File: src/rtl/alu8_pkg.sv
package alu8_pkg;

    typedef enum logic [4:0] {
        OP_ADD = 5'd0,
        OP_ADC = 5'd1,
        OP_SUB = 5'd2,
        OP_SBC = 5'd3,
        OP_CMP = 5'd4,
        OP_AND = 5'd5,
        OP_OR  = 5'd6,
        OP_EOR = 5'd7,
        OP_BIT = 5'd8,
        OP_CLR = 5'd9,
        OP_COM = 5'd10,
        OP_NEG = 5'd11,
        OP_INC = 5'd12,
        OP_DEC = 5'd13,
        OP_TST = 5'd14,
        OP_ASL = 5'd15,
        OP_ASR = 5'd16,
        OP_LSR = 5'd17,
        OP_ROL = 5'd18,
        OP_ROR = 5'd19,
        OP_DAA = 5'd20
    } alu_op_e;

    localparam int NFLAG = 5;
    localparam int FH = 4;
    localparam int FN = 3;
    localparam int FZ = 2;
    localparam int FV = 1;
    localparam int FC = 0;

endpackage

File: src/rtl/alu8_arith.sv
module alu8_arith
    import alu8_pkg::*;
#(
    parameter int DW = 8
) (
    input  alu_op_e           op_i,
    input  logic [DW-1:0]     a_i,
    input  logic [DW-1:0]     b_i,
    input  logic              c_i,
    output logic [DW-1:0]     res_o,
    output logic              wr_o,
    output logic [NFLAG-1:0]  flg_o,
    output logic [NFLAG-1:0]  en_o
);
    localparam int MSB = DW - 1;
    localparam int NIB = DW / 2;

    logic [DW-1:0] x_d, y_d;
    logic          ci_d, borrow_d;
    logic [DW:0]   full_d;
    logic [NIB:0]  half_d;

    always_comb begin
        x_d      = a_i;
        y_d      = b_i;
        ci_d     = 1'b0;
        borrow_d = 1'b0;
        wr_o     = 1'b1;
        en_o     = '0;
        unique case (op_i)
            OP_ADD: begin
                en_o = 5'b11111;
            end
            OP_ADC: begin
                ci_d = c_i;
                en_o = 5'b11111;
            end
            OP_SUB, OP_CMP: begin
                y_d      = ~b_i;
                ci_d     = 1'b1;
                borrow_d = 1'b1;
                en_o     = 5'b01111;
                wr_o     = (op_i != OP_CMP);
            end
            OP_SBC: begin
                y_d      = ~b_i;
                ci_d     = ~c_i;
                borrow_d = 1'b1;
                en_o     = 5'b01111;
            end
            OP_NEG: begin
                x_d      = '0;
                y_d      = ~a_i;
                ci_d     = 1'b1;
                borrow_d = 1'b1;
                en_o     = 5'b01111;
            end
            OP_INC: begin
                y_d  = '0;
                ci_d = 1'b1;
                en_o = 5'b01110;
            end
            OP_DEC: begin
                y_d  = '1;
                en_o = 5'b01110;
            end
            default: begin
                wr_o = 1'b0;
            end
        endcase

        full_d = {1'b0, x_d} + {1'b0, y_d} + {{DW{1'b0}}, ci_d};
        half_d = {1'b0, x_d[NIB-1:0]} + {1'b0, y_d[NIB-1:0]} + {{NIB{1'b0}}, ci_d};
        res_o  = full_d[DW-1:0];

        flg_o     = '0;
        flg_o[FH] = half_d[NIB];
        flg_o[FN] = res_o[MSB];
        flg_o[FZ] = (res_o == '0);
        flg_o[FV] = (x_d[MSB] == y_d[MSB]) && (res_o[MSB] != x_d[MSB]);
        flg_o[FC] = full_d[DW] ^ borrow_d;
    end

endmodule

File: src/rtl/alu8_logic.sv
module alu8_logic
    import alu8_pkg::*;
#(
    parameter int DW = 8
) (
    input  alu_op_e           op_i,
    input  logic [DW-1:0]     a_i,
    input  logic [DW-1:0]     b_i,
    output logic [DW-1:0]     res_o,
    output logic              wr_o,
    output logic [NFLAG-1:0]  flg_o,
    output logic [NFLAG-1:0]  en_o
);
    localparam int MSB = DW - 1;

    logic carry_d;

    always_comb begin
        wr_o    = 1'b1;
        en_o    = 5'b01110;
        carry_d = 1'b0;
        unique case (op_i)
            OP_AND: res_o = a_i & b_i;
            OP_OR:  res_o = a_i | b_i;
            OP_EOR: res_o = a_i ^ b_i;
            OP_BIT: begin
                res_o = a_i & b_i;
                wr_o  = 1'b0;
            end
            OP_TST: begin
                res_o = a_i;
                wr_o  = 1'b0;
            end
            OP_CLR: begin
                res_o = '0;
                en_o  = 5'b01111;
            end
            OP_COM: begin
                res_o   = ~a_i;
                carry_d = 1'b1;
                en_o    = 5'b01111;
            end
            default: begin
                res_o = '0;
                wr_o  = 1'b0;
                en_o  = '0;
            end
        endcase

        flg_o     = '0;
        flg_o[FN] = res_o[MSB];
        flg_o[FZ] = (res_o == '0);
        flg_o[FC] = carry_d;
    end

endmodule

File: src/rtl/alu8_shift.sv
module alu8_shift
    import alu8_pkg::*;
#(
    parameter int DW = 8
) (
    input  alu_op_e           op_i,
    input  logic [DW-1:0]     a_i,
    input  logic              c_i,
    output logic [DW-1:0]     res_o,
    output logic              wr_o,
    output logic [NFLAG-1:0]  flg_o,
    output logic [NFLAG-1:0]  en_o
);
    localparam int MSB = DW - 1;

    logic left_d;
    logic neg_zero_d;

    always_comb begin
        wr_o       = 1'b1;
        left_d     = 1'b0;
        neg_zero_d = 1'b0;
        en_o       = 5'b01101;
        unique case (op_i)
            OP_ASL: begin
                res_o  = {a_i[MSB-1:0], 1'b0};
                left_d = 1'b1;
                en_o   = 5'b01111;
            end
            OP_ROL: begin
                res_o  = {a_i[MSB-1:0], c_i};
                left_d = 1'b1;
                en_o   = 5'b01111;
            end
            OP_ASR: res_o = {a_i[MSB], a_i[MSB:1]};
            OP_LSR: begin
                res_o      = {1'b0, a_i[MSB:1]};
                neg_zero_d = 1'b1;
            end
            OP_ROR: begin
                res_o      = {c_i, a_i[MSB:1]};
                neg_zero_d = 1'b1;
            end
            default: begin
                res_o = '0;
                wr_o  = 1'b0;
                en_o  = '0;
            end
        endcase

        flg_o     = '0;
        flg_o[FN] = res_o[MSB] & ~neg_zero_d;
        flg_o[FZ] = (res_o == '0);
        flg_o[FV] = left_d & (a_i[MSB] ^ a_i[MSB-1]);
        flg_o[FC] = left_d ? a_i[MSB] : a_i[0];
    end

endmodule

File: src/rtl/alu8_decadj.sv
module alu8_decadj #(
    parameter int DW = 8
) (
    input  logic [DW-1:0] a_i,
    input  logic          h_i,
    input  logic          c_i,
    output logic [DW-1:0] res_o,
    output logic          c_o
);
    localparam int NIB = DW / 2;
    localparam logic [NIB-1:0] NINE  = NIB'(9);
    localparam logic [NIB-1:0] EIGHT = NIB'(8);
    localparam logic [NIB-1:0] SIX   = NIB'(6);

    logic [NIB-1:0] lo_d, hi_d;
    logic           lo_fix_d, hi_fix_d;
    logic [DW-1:0]  adj_d;

    always_comb begin
        lo_d     = a_i[NIB-1:0];
        hi_d     = a_i[DW-1:NIB];
        lo_fix_d = h_i || (lo_d > NINE);
        hi_fix_d = c_i || (hi_d > NINE) || ((hi_d > EIGHT) && (lo_d > NINE));
        adj_d    = {(hi_fix_d ? SIX : '0), (lo_fix_d ? SIX : '0)};
        res_o    = a_i + adj_d;
        c_o      = c_i | hi_fix_d;
    end

endmodule

File: src/rtl/alu8_core.sv
module alu8_core
    import alu8_pkg::*;
#(
    parameter int DW = 8
) (
    input  logic [4:0]        op_i,
    input  logic [DW-1:0]     a_i,
    input  logic [DW-1:0]     b_i,
    input  logic              c_i,
    input  logic              h_i,
    output logic [DW-1:0]     res_o,
    output logic              res_we_o,
    output logic [NFLAG-1:0]  flags_o,
    output logic [NFLAG-1:0]  flags_we_o
);
    localparam int MSB = DW - 1;

    typedef struct packed {
        logic [DW-1:0]    res;
        logic             wr;
        logic [NFLAG-1:0] fv;
        logic [NFLAG-1:0] fe;
    } pick_t;

    alu_op_e op_d;
    assign op_d = alu_op_e'(op_i);

    logic [DW-1:0]    ar_res, lg_res, sh_res, da_res;
    logic             ar_wr, lg_wr, sh_wr, da_c;
    logic [NFLAG-1:0] ar_flg, lg_flg, sh_flg;
    logic [NFLAG-1:0] ar_en, lg_en, sh_en;

    alu8_arith #(.DW(DW)) u_arith (
        .op_i(op_d), .a_i(a_i), .b_i(b_i), .c_i(c_i),
        .res_o(ar_res), .wr_o(ar_wr), .flg_o(ar_flg), .en_o(ar_en)
    );

    alu8_logic #(.DW(DW)) u_logic (
        .op_i(op_d), .a_i(a_i), .b_i(b_i),
        .res_o(lg_res), .wr_o(lg_wr), .flg_o(lg_flg), .en_o(lg_en)
    );

    alu8_shift #(.DW(DW)) u_shift (
        .op_i(op_d), .a_i(a_i), .c_i(c_i),
        .res_o(sh_res), .wr_o(sh_wr), .flg_o(sh_flg), .en_o(sh_en)
    );

    generate
        if (DW == 8) begin : g_bcd
            alu8_decadj #(.DW(DW)) u_decadj (
                .a_i(a_i), .h_i(h_i), .c_i(c_i),
                .res_o(da_res), .c_o(da_c)
            );
        end else begin : g_nobcd
            assign da_res = a_i;
            assign da_c   = c_i | h_i;
        end
    endgenerate

    pick_t pick_d;

    always_comb begin
        pick_d = '0;
        unique case (op_d)
            OP_ADD, OP_ADC, OP_SUB, OP_SBC, OP_CMP,
            OP_NEG, OP_INC, OP_DEC: begin
                pick_d = '{res: ar_res, wr: ar_wr, fv: ar_flg, fe: ar_en};
            end
            OP_AND, OP_OR, OP_EOR, OP_BIT, OP_TST,
            OP_CLR, OP_COM: begin
                pick_d = '{res: lg_res, wr: lg_wr, fv: lg_flg, fe: lg_en};
            end
            OP_ASL, OP_ASR, OP_LSR, OP_ROL, OP_ROR: begin
                pick_d = '{res: sh_res, wr: sh_wr, fv: sh_flg, fe: sh_en};
            end
            OP_DAA: begin
                pick_d.res    = da_res;
                pick_d.wr     = 1'b1;
                pick_d.fv[FN] = da_res[MSB];
                pick_d.fv[FZ] = (da_res == '0);
                pick_d.fv[FC] = da_c;
                pick_d.fe     = 5'b01111;
            end
            default: pick_d = '0;
        endcase
    end

    assign res_o      = pick_d.res;
    assign res_we_o   = pick_d.wr;
    assign flags_o    = pick_d.fv & pick_d.fe;
    assign flags_we_o = pick_d.fe;

endmodule

File: config.mk
export PLATFORM = sky130hd
export DESIGN_NAME = alu8_core
export DESIGN_NICKNAME = d
export VERILOG_FILES = /design/src/rtl/alu8_pkg.sv /design/src/rtl/alu8_arith.sv /design/src/rtl/alu8_logic.sv /design/src/rtl/alu8_shift.sv /design/src/rtl/alu8_decadj.sv /design/src/rtl/alu8_core.sv
export SDC_FILE = /design/constraint.sdc
export NUM_CORES = 1
export LEC_CHECK = 0
export CAP_MARGIN = 30
export CORE_UTILIZATION = 48
export DETAILED_ROUTE_END_ITERATION = 10
export DONT_BUFFER_PORTS = 1
export PLACE_DENSITY = 0.68
export SLEW_MARGIN = 20
export SYNTH_ARGS = -nofsm -noshare
export SYNTH_HDL_FRONTEND = slang
export SYNTH_SLANG_ARGS = --single-unit
export TNS_END_PERCENT = 5
File: constraint.sdc
create_clock -name vclk -period 5.1
set_input_delay 1.02 -clock vclk [all_inputs]
set_output_delay 1.02 -clock vclk [all_outputs]
set_load 0.01 [all_outputs]
==> impl_results.md <==
* Status: completed
* Syn Nets at 366
* Critical Path End Type: output port
* Clkbuf count at 0
* Number of hold violations in the final report at 0
* P&R area growth vs syn at 1.96%
* Placed inst area at between 2000 and 2500 sq um
* Die ar. at 4800 sq um
* Cell count after synthesis at around 310
* GRT Total Usage at 30.7%
* Port bufs at 0
* Post-synth top area share at about 17%
* Met1 WL at 3030 um
* Hold_ws at 2130 ps
* Maximum number of pins on one net before global-route repair at 35
* DR top layer: met4
* Area contributors post-synth: ha_1, xnor2_1, nand2_1
* Leakage at 0.000900 uW
* Max Freq at 204 MHz
* Crit. Startpoint: op_i[1]
* Slowest Stage Delay on Critical Path at 500 ps
* DRC viols at 0
* # Post-CTS Setup Buffers at 0
* Die height at 69.3 um
* Setup TNS at 0 ps
* Register Area at 0 sq um
* Worst setup SP type: input pin
* Slowest cell on crit path: fa_1
* Worst Setup EP: flags_o[2]
* Total gr overflow at 0
* Layout net count at between 300 and 400
* Worst hold path class: input pin to output port
* DRT antenna net count at 0
* Crit path max fanout at 23
* Crit path depth at 14
* Most frequent cells in the layout: ha_1, nand2_1, inv_1
* Seq_cells at 0
* Hold-fix buffers, CTS at 0
* Period utilization at 96.0%
* Post-synthesis sequential area ratio at 0%
* Distinct cells, synth at 62
* Most common cell after layout, fill and taps aside: ha_1
* Average instance area after synthesis at 6.99 sq um
* Met3 wire length at between 600 and 700 um
* Wire length on met2 at 3400 um
* Relative slew slack at ~37%
* Total wire length at 7400 um
* Final Setup Violations at 0
* DR vias/cell at 6.84
* Share of cells above drive strength 1 at 8.70%
* Routed wire length per instance at between 20 and 25 um
* Initial antenna violation count at 0
* First-pass GRT wire length at 12100 um
* VDD IR max at 0.0000489 V
* Crit Path Class: input pin to output port
* Post-route cell area at 2220 sq um
* Filler cells at 443
* Fin crit period at between 4000 and 5000 ps
* Pre-antenna DRT Iters at 5
* Syn. warnings at 0
* PD cells at 97.6 nW/um^2
* Area leader, netlist: ha_1
* Max Cap Viol at 0
* RSZ-0062 raised after global routing: false
* Number of max-slew violations in the final report at 0
* CP bufs+invs at 0
* # IOs at 42
* 1st-iter DRT viols at approximately 360
* Final HPWL DP at 5650 um
* DR vias at 2401
* Total core area at 4350 sq um
* Worst slew pin tran at 932 ps
* GP Congestion at 1.02
* Antenna cells at 0
* Cell Area, Synth at 2170 sq um
* Vias in the first global route at 2322
* Worst endpoint data arrival time at 3880 ps
* Crit-path cells: nor2b_1, nand2_1, a21oi_2, nand2_1, o21ai_0, o211ai_1, fa_1, fa_1, a21o_1, a21oi_1, o21a_1, xnor2_1, nor4_2, a311o_1
* Die X at 69.3 um
* Top delay family on crit path: compound AO/OA/AOI/OAI gates
* Starting Density at around 50%
* Required time of the critical path at roughly 4100 ps
* Row count at 24
==> through the flow <==
step | setup slack [ps] | cells | util [%] | total power, uW
2_1_floorplan | 3.30 | 311 | - | 181
3_3_place_gp | 337 | 351 | 50.9 | 209
3_5_place_dp | 269 | 351 | 50.9 | 211
4_1_cts | 276 | 351 | 50.9 | 212
5_1_grt | 73.4 | 351 | 50.9 | 238
6_report | 203 | 351 | 50.9 | 216
==> final cells by class <==
class | count | area (sq um) | area share [%]
tap | 52 | 65.1 | 2.93
inverter | 23 | 86.3 | 3.89
multi-input combinational | 263 | 1970 | 88.8
timing repair buffer | 13 | 97.6 | 4.40
==> per-layer routing <==
| layer | track usage [%] | up-vias |
|---|---|---|
| met4 | 10.2 | 0 |
| met1 | 40.7 | 1098 |
| met5 | 0 | - |
| li1 | - | 1131 |
| met2 | 50.9 | 150 |
| met3 | 4.22 | 22 |
==> cell families (layout without fill, tap and decap cells) <==
group,Yosys count,after routing,share of synthesized area [%]
fa+ha+maj,32,32,19.4
compound gates,102,102,34.2
xor+xnor,23,23,9.26
simple gates,106,106,27.4
buf+inv,48,36,9.67
==> synth_stat cells, types with 4 or more instances <==
| master | instances |
|---|---|
| ha_1 | 29 |
| nand2_1 | 27 |
| inv_1 | 23 |
| nor2_1 | 21 |
| o21ai_0 | 19 |
| a21oi_1 | 15 |
| xnor2_1 | 12 |
| xor2_1 | 11 |
| clkbuf_1 | 10 |
| o211ai_1 | 10 |
| buf_2 | 9 |
| a221o_1 | 8 |
| nand2b_1 | 8 |
| o22ai_1 | 8 |
| a221oi_1 | 7 |
| nand3_1 | 7 |
| nor2b_1 | 6 |
| or4b_1 | 5 |
| a211oi_1 | 4 |
| a21o_1 | 4 |
| o21a_1 | 4 |
==> timing repair <==
| item | in CTS | in global routing |
|---|---|---|
| hold endpoints to repair | 0 | 0 |
| gates resized for setup | 0 | 1 |
| setup endpoints to repair | 0 | 2 |
==> report_power, final <==
group | switching, uW | internal (uW) | leakage, uW
Combinational | 123 | 93.4 | 0.000900
Clock | 0 | 0 | 0
Sequential | 0 | 0 | 0
Total | 123 | 93.4 | 0.000900
==> worst min path at each step <==
stage                  from            end  cells after the start
floorplan            a_i[7]     flags_o[1]                      2
global placement    op_i[4]       res_we_o                      1
detailed placement  op_i[4]  flags_we_o[4]                      1
CTS                 op_i[4]  flags_we_o[4]                      1
global route        op_i[4]       res_we_o                      1
finish              op_i[4]       res_we_o                      1
(Power assumes the default switching activity.)
